## src/rtl/ptw_pkg.sv

```systemverilog
package ptw_pkg;
  localparam int unsigned VA_W   = 32;
  localparam int unsigned OFF_W  = 12;
  localparam int unsigned L1_W   = 10;
  localparam int unsigned L2_W   = 10;
  localparam int unsigned PN_W   = VA_W - OFF_W;
  localparam int unsigned ENT_SH = 2;          // 4-byte table words

  localparam int unsigned BIT_V = 0;
  localparam int unsigned BIT_P = 1;
  localparam int unsigned BIT_W = 2;
  localparam int unsigned BIT_D = 3;
  localparam int unsigned FLG_W = 4;

  typedef enum logic [1:0] {
    FC_NONE    = 2'd0,
    FC_INVALID = 2'd1,
    FC_ABSENT  = 2'd2,
    FC_PERM    = 2'd3
  } fcode_e;

  function automatic logic [PN_W-1:0] idx_hi(input logic [VA_W-1:0] va);
    return PN_W'(va[VA_W-1 -: L1_W]);
  endfunction

  function automatic logic [PN_W-1:0] idx_lo(input logic [VA_W-1:0] va);
    return PN_W'(va[OFF_W +: L2_W]);
  endfunction

  function automatic logic [VA_W-1:0] slot_addr(input logic [PN_W-1:0] tbl_pn,
                                                input logic [PN_W-1:0] idx);
    return {tbl_pn, {OFF_W{1'b0}}} + (VA_W'(idx) << ENT_SH);
  endfunction

  function automatic logic [VA_W-1:0] join_pa(input logic [PN_W-1:0] pn,
                                              input logic [VA_W-1:0] va);
    return {pn, va[OFF_W-1:0]};
  endfunction
endpackage

```

## src/rtl/ptw_addr_gen.sv

```systemverilog
module ptw_addr_gen
  import ptw_pkg::*;
(
  input  logic            second,
  input  logic [PN_W-1:0] root_pn,
  input  logic [PN_W-1:0] mid_pn,
  input  logic [VA_W-1:0] va,
  output logic [VA_W-1:0] addr
);
  always_comb begin
    if (second) addr = slot_addr(mid_pn, idx_lo(va));
    else        addr = slot_addr(root_pn, idx_hi(va));
  end
endmodule

```

## src/rtl/ptw_pte_eval.sv

```systemverilog
module ptw_pte_eval
  import ptw_pkg::*;
(
  input  logic [FLG_W-1:0] flags,
  input  logic             leaf,
  input  logic             store,
  output fcode_e           code,
  output logic             need_wb
);
  always_comb begin
    code    = FC_NONE;
    need_wb = 1'b0;
    if (!flags[BIT_V])                        code = FC_INVALID;
    else if (!flags[BIT_P])                   code = FC_ABSENT;
    else if (leaf && store && !flags[BIT_W])  code = FC_PERM;
    else if (leaf && store && !flags[BIT_D])  need_wb = 1'b1;
  end
endmodule

```

## src/rtl/pt_walker.sv

```systemverilog
module pt_walker
  import ptw_pkg::*;
(
  input  logic        clk,
  input  logic        rst_n,
  input  logic        req_valid,
  input  logic [31:0] req_va,
  input  logic        req_store,
  input  logic [31:0] tbl_base,
  output logic        busy,
  output logic        done,
  output logic        fault,
  output logic [1:0]  fault_code,
  output logic [31:0] phys_addr,
  output logic        mem_req,
  output logic        mem_we,
  output logic [31:0] mem_addr,
  output logic [31:0] mem_wdata,
  input  logic        mem_ack,
  input  logic [31:0] mem_rdata
);
  typedef enum logic [2:0] {S_IDLE, S_L1, S_L2, S_WB, S_OK, S_FLT} st_e;

  st_e             st;
  logic [VA_W-1:0] va_q;
  logic            store_q;
  logic [PN_W-1:0] root_q;
  logic [PN_W-1:0] mid_q;
  logic [VA_W-1:0] leaf_q;
  logic [VA_W-1:0] pa_q;
  fcode_e          code_q;

  fcode_e          ev_code;
  logic            ev_wb;
  logic [VA_W-1:0] slot;

  // named events for the checker
  logic walk_start, l1_fault, leaf_fault, wb_issue;

  assign walk_start = (st == S_IDLE) && req_valid;
  assign l1_fault   = (st == S_L1) && mem_ack && (ev_code != FC_NONE);
  assign leaf_fault = (st == S_L2) && mem_ack && (ev_code != FC_NONE);
  assign wb_issue   = (st == S_L2) && mem_ack && (ev_code == FC_NONE) && ev_wb;

  ptw_addr_gen u_addr (
    .second (st != S_L1),
    .root_pn(root_q),
    .mid_pn (mid_q),
    .va     (va_q),
    .addr   (slot)
  );

  ptw_pte_eval u_eval (
    .flags  (mem_rdata[FLG_W-1:0]),
    .leaf   (st == S_L2),
    .store  (store_q),
    .code   (ev_code),
    .need_wb(ev_wb)
  );

  always_ff @(posedge clk or negedge rst_n) begin
    if (!rst_n) begin
      st      <= S_IDLE;
      va_q    <= '0;
      store_q <= 1'b0;
      root_q  <= '0;
      mid_q   <= '0;
      leaf_q  <= '0;
      pa_q    <= '0;
      code_q  <= FC_NONE;
    end else begin
      unique case (st)
        S_IDLE: if (req_valid) begin
          va_q    <= req_va;
          store_q <= req_store;
          root_q  <= tbl_base[VA_W-1:OFF_W];
          st      <= S_L1;
        end
        S_L1: if (mem_ack) begin
          mid_q <= mem_rdata[VA_W-1:OFF_W];
          if (ev_code != FC_NONE) begin
            code_q <= ev_code;
            st     <= S_FLT;
          end else begin
            st <= S_L2;
          end
        end
        S_L2: if (mem_ack) begin
          leaf_q <= mem_rdata;
          if (ev_code != FC_NONE) begin
            code_q <= ev_code;
            st     <= S_FLT;
          end else if (ev_wb) begin
            st <= S_WB;
          end else begin
            code_q <= FC_NONE;
            pa_q   <= join_pa(mem_rdata[VA_W-1:OFF_W], va_q);
            st     <= S_OK;
          end
        end
        S_WB: if (mem_ack) begin
          code_q <= FC_NONE;
          pa_q   <= join_pa(leaf_q[VA_W-1:OFF_W], va_q);
          st     <= S_OK;
        end
        S_OK:    st <= S_IDLE;
        S_FLT:   st <= S_IDLE;
        default: st <= S_IDLE;
      endcase
    end
  end

  assign busy       = (st != S_IDLE);
  assign done       = (st == S_OK);
  assign fault      = (st == S_FLT);
  assign fault_code = code_q;
  assign phys_addr  = pa_q;
  assign mem_req    = (st == S_L1) || (st == S_L2) || (st == S_WB);
  assign mem_we     = (st == S_WB);
  assign mem_addr   = slot;
  assign mem_wdata  = leaf_q | (VA_W'(1) << BIT_D);
endmodule

```

## config.mk

```make
export PLATFORM = sky130hd
export DESIGN_NAME = pt_walker
export DESIGN_NICKNAME = d
export VERILOG_FILES = /design/src/rtl/ptw_pkg.sv /design/src/rtl/ptw_addr_gen.sv /design/src/rtl/ptw_pte_eval.sv /design/src/rtl/pt_walker.sv
export SDC_FILE = /design/constraint.sdc
export NUM_CORES = 1
export LEC_CHECK = 0
export BUFFER_PORTS_ARGS = -buffer_cell sky130_fd_sc_hd__buf_2
export CAP_MARGIN = 20
export CORE_ASPECT_RATIO = 1.1
export CORE_MARGIN = 4
export CORE_UTILIZATION = 40
export CTS_BUF_LIST = sky130_fd_sc_hd__clkbuf_16
export DETAILED_ROUTE_END_ITERATION = 16
export PLACE_DENSITY = 0.67
export SYNTH_ARGS = -nofsm -noshare
export SYNTH_HDL_FRONTEND = slang
export SYNTH_SLANG_ARGS = --single-unit
```

## constraint.sdc

```tcl
create_clock -name clk -period 3.52 [get_ports clk]
set_clock_uncertainty 0.15 [all_clocks]
set_input_delay 0.176 -clock clk [delete_from_list [all_inputs] [get_ports clk]]
set_output_delay 0.176 -clock clk [all_outputs]
set_load 0.05 [all_outputs]
```

==> impl_metrics.env <==
export IMPL_finalSetupTns_ps=0
export IMPL_slew_headroom_pct=32.07
export IMPL_post_synth_instance_area_sq_um=6021
export IMPL_final_layout_size_suffix_gt1_share_pct=53.03
export IMPL_fillers=1166
export IMPL_ctsRootBufferMaster="sky130_fd_sc_hd__clkbuf_16"
export IMPL_route_layer_met1_wl_microns=5937
export IMPL_ctsLongestPathBuffers=2
export IMPL_fin_crit_ps=2965
export IMPL_avgViaCountPerCell=4.834
export IMPL_mostFrequentLayoutCell="sky130_fd_sc_hd__buf_2"
export IMPL_vdd_ir_drop_max_mv=0.5456
export IMPL_final_cell_area_sq_um=8579
export IMPL_placement_io_buffers=188
export IMPL_coreArea_sq_um=14560
export IMPL_dr_max_layer_used="met4"
export IMPL_critPathLaunchType="flop"
export IMPL_grt_first_pass_wirelength_microns=24130
export IMPL_number_of_buffers_created_by_cts=17
export IMPL_syn2layout_area_growth_pct=42.50
export IMPL_die_h_microns=136.7
export IMPL_gpl_wtd_cong=0.7789
export IMPL_synth_warnings=0
export IMPL_grt_util_all_layers_pct=17.77
export IMPL_crit_type="flop to output pin"
export IMPL_placement_cell_area_sq_um=7119
export IMPL_antenna_violating_nets_post_route=0
export IMPL_syn_avg_cell_area_sq_um=14.44
export IMPL_grt_overflow_total=0
export IMPL_setup_violations=0
export IMPL_rsz0062_at_grt="no"
export IMPL_power_density_nw_per_um2=1121
export IMPL_max_slew_worst_pin_slew_ps=1016
export IMPL_timing_hold_worst_class="input port to flop"
export IMPL_fp_dieW_microns=125.0
export IMPL_status="finished, final reports clean"
export IMPL_postCtsSetupRepairBufs=0
export IMPL_ys_types=31
export IMPL_clk_latency_ps=410
export IMPL_timing_critical_path_to_type="output pin"
export IMPL_fp_dieArea_sq_um=17080
export IMPL_detailedRoute_firstPassIterationCount=4
export IMPL_dominant_cells_by_area_after_synthesis="sky130_fd_sc_hd__dfrtp_1 (59%), sky130_fd_sc_hd__mux2_2 (26%), sky130_fd_sc_hd__mux2i_1 (3.3%), sky130_fd_sc_hd__a21oi_1 (2.0%), sky130_fd_sc_hd__nor2_1 (1.6%)"
export IMPL_synth_top_area_share_pct=58.60
export IMPL_route_detailed_wl_per_inst_microns=16.44
export IMPL_maxCapViolCount=0
export IMPL_ctsResizeCount=0
export IMPL_first_global_vias=4761
export IMPL_io_pins=204
export IMPL_number_of_pins_with_negative_max_slew_slack_in_the_final_report=0
export IMPL_hold_viol_final=0
export IMPL_cp_required_ps=3190
export IMPL_synthCells=417
export IMPL_cp_arrival_ps=2640
export IMPL_detailedRoute_firstIterationViolations=175
export IMPL_cts_tree="built"
export IMPL_fin_nets=797
export IMPL_starting_utilization_of_the_core_area_pct=41.35
export IMPL_synth_top_cell_by_area="sky130_fd_sc_hd__dfrtp_1"
export IMPL_power_leakage_nw=4.140
export IMPL_seq_area_frac_synth_pct=58.60
export IMPL_critical_path_max_fanout=19
export IMPL_row_count=46
export IMPL_final_cell_mix="sky130_fd_sc_hd__buf_2 (187), sky130_fd_sc_hd__dfrtp_1 (141), sky130_fd_sc_hd__mux2_2 (139)"
export IMPL_timing_final_crit_share_pct=84.22
export IMPL_number_of_antenna_violations_at_the_first_check_in_global_routing=0
export IMPL_vias=4360
export IMPL_drc=0
export IMPL_detailroute_wirelength_met3_microns=1006
export IMPL_clkTransAtPathRegs_ps=60
export IMPL_grt_max_degree=90
export IMPL_deepest_level_of_the_cts_h_tree=4
export IMPL_timing_fmax_mhz=337.3
export IMPL_cts_sink_count=141
export IMPL_post_dp_hpwl_microns=9834
export IMPL_synth_ff_latch_count=141
export IMPL_wirelength_microns=14830
export IMPL_routed_wl_met2_microns=7609
-- stage by stage --
stage                     power, mW  worst slack [ps]  utilization (%)  hold WS, ps  std cells
after floorplan               6.710              1578                -       -269.6        418
after global placement        7.707              1023            48.89        144.9        782
after detailed placement      7.831             940.7            48.89        160.4        782
after CTS                     9.706             475.6            58.90        193.0        901
after global routing          10.09             396.0            58.90        217.8        901
final                         9.615             555.4            58.92        194.2        902
-- path summary, 6_finish.rpt --
kind	startpoint	cells past startpoint	slack (ps)	end
min	req_valid	5	190	st[0]
max in group asynchronous	rst_n	3	2150	leaf_q[27]
max	st[1]	5	560	mem_addr[27]
min reg2reg	leaf_q[5]	1	340	leaf_q[5]
max reg2reg	st[2]	5	1110	leaf_q[26]
min in group asynchronous	rst_n	2	270	va_q[18]
-- critical path: stages, from the launching register on --
cell	delay, ps
sky130_fd_sc_hd__dfrtp_1	510
sky130_fd_sc_hd__nand2b_1	330
sky130_fd_sc_hd__nor2_4	400
sky130_fd_sc_hd__buf_4	370
sky130_fd_sc_hd__mux2_2	380
sky130_fd_sc_hd__buf_2	210
-- state kept, by name (all words and copies together) (netlist names) --
signal / count
mid_q: 20
fault_code: 2
va_q: 32
store_q: 1
leaf_q: 31
st: 3
phys_addr: 32
root_q: 20
-- Yosys cell counts --
master                     count
sky130_fd_sc_hd__dfrtp_1     141
sky130_fd_sc_hd__mux2_2      139
sky130_fd_sc_hd__nor2_1       26
sky130_fd_sc_hd__a21oi_1      24
sky130_fd_sc_hd__mux2i_1      20
sky130_fd_sc_hd__buf_4        12
sky130_fd_sc_hd__buf_2         7
sky130_fd_sc_hd__buf_6         6
sky130_fd_sc_hd__mux2_1        6
sky130_fd_sc_hd__nand2_1       6
sky130_fd_sc_hd__inv_1         5
sky130_fd_sc_hd__a211oi_1      2
sky130_fd_sc_hd__conb_1        2
sky130_fd_sc_hd__nand2b_1      2
sky130_fd_sc_hd__nor2b_1       2
sky130_fd_sc_hd__o41ai_1       2
sky130_fd_sc_hd__a211oi_4      1
sky130_fd_sc_hd__a22o_1        1
sky130_fd_sc_hd__a32o_1        1
sky130_fd_sc_hd__and3b_1       1
sky130_fd_sc_hd__nand3_1       1
sky130_fd_sc_hd__nand3b_2      1
sky130_fd_sc_hd__nor2_2        1
sky130_fd_sc_hd__nor2_8        1
sky130_fd_sc_hd__nor3_1        1
sky130_fd_sc_hd__nor4_1        1
sky130_fd_sc_hd__nor4bb_1      1
sky130_fd_sc_hd__o21ai_0       1
sky130_fd_sc_hd__o32ai_1       1
sky130_fd_sc_hd__or3_1         1
sky130_fd_sc_hd__or3_4         1
-- area by class of cell --
type | count | area, sq um | share of cell area (%)
tap | 192 | 240.2 | 2.800
sequential | 141 | 3528 | 41.13
clock inverter | 15 | 161.4 | 1.881
clock buffer | 17 | 425.4 | 4.958
antenna | 1 | 2.502 | 0.02917
inverter | 5 | 18.77 | 0.2188
multi-input combinational | 247 | 2305 | 26.86
timing repair buffer | 284 | 1898 | 22.12
-- kinds of logic (layout without fill, tap and decap cells) --
group / count (synthesis) / after routing / synth area share [%]
other: 2 / 4 / 0.1247
AOI/OAI and AO/OA: 33 / 33 / 3.408
and+or+nand+nor: 46 / 46 / 3.907
muxes: 165 / 165 / 30.44
DFF: 141 / 141 / 58.60
buffers and inverters: 30 / 321 / 3.512
-- where the power goes --
group          total (mW)  switching [mW]  internal [mW]
logic                4.96            3.40           1.56
registers            2.89           0.455           2.43
clock network        1.77           0.714           1.05
-- timing repair --
| item | in CTS | in global routing |
|---|---|---|
| hold buffers | 87 | 0 |
| setup endpoints to repair | 0 | 0 |
| hold endpoints to repair | 216 | 0 |
-- layer usage --
metal	GRT usage (%)	vias up
met5	0	-
met4	6.867	0
met3	5.933	20
met2	30.36	145
met1	20.88	2161
li1	-	2034
Note: power is estimated with default switching activity, not from simulation.
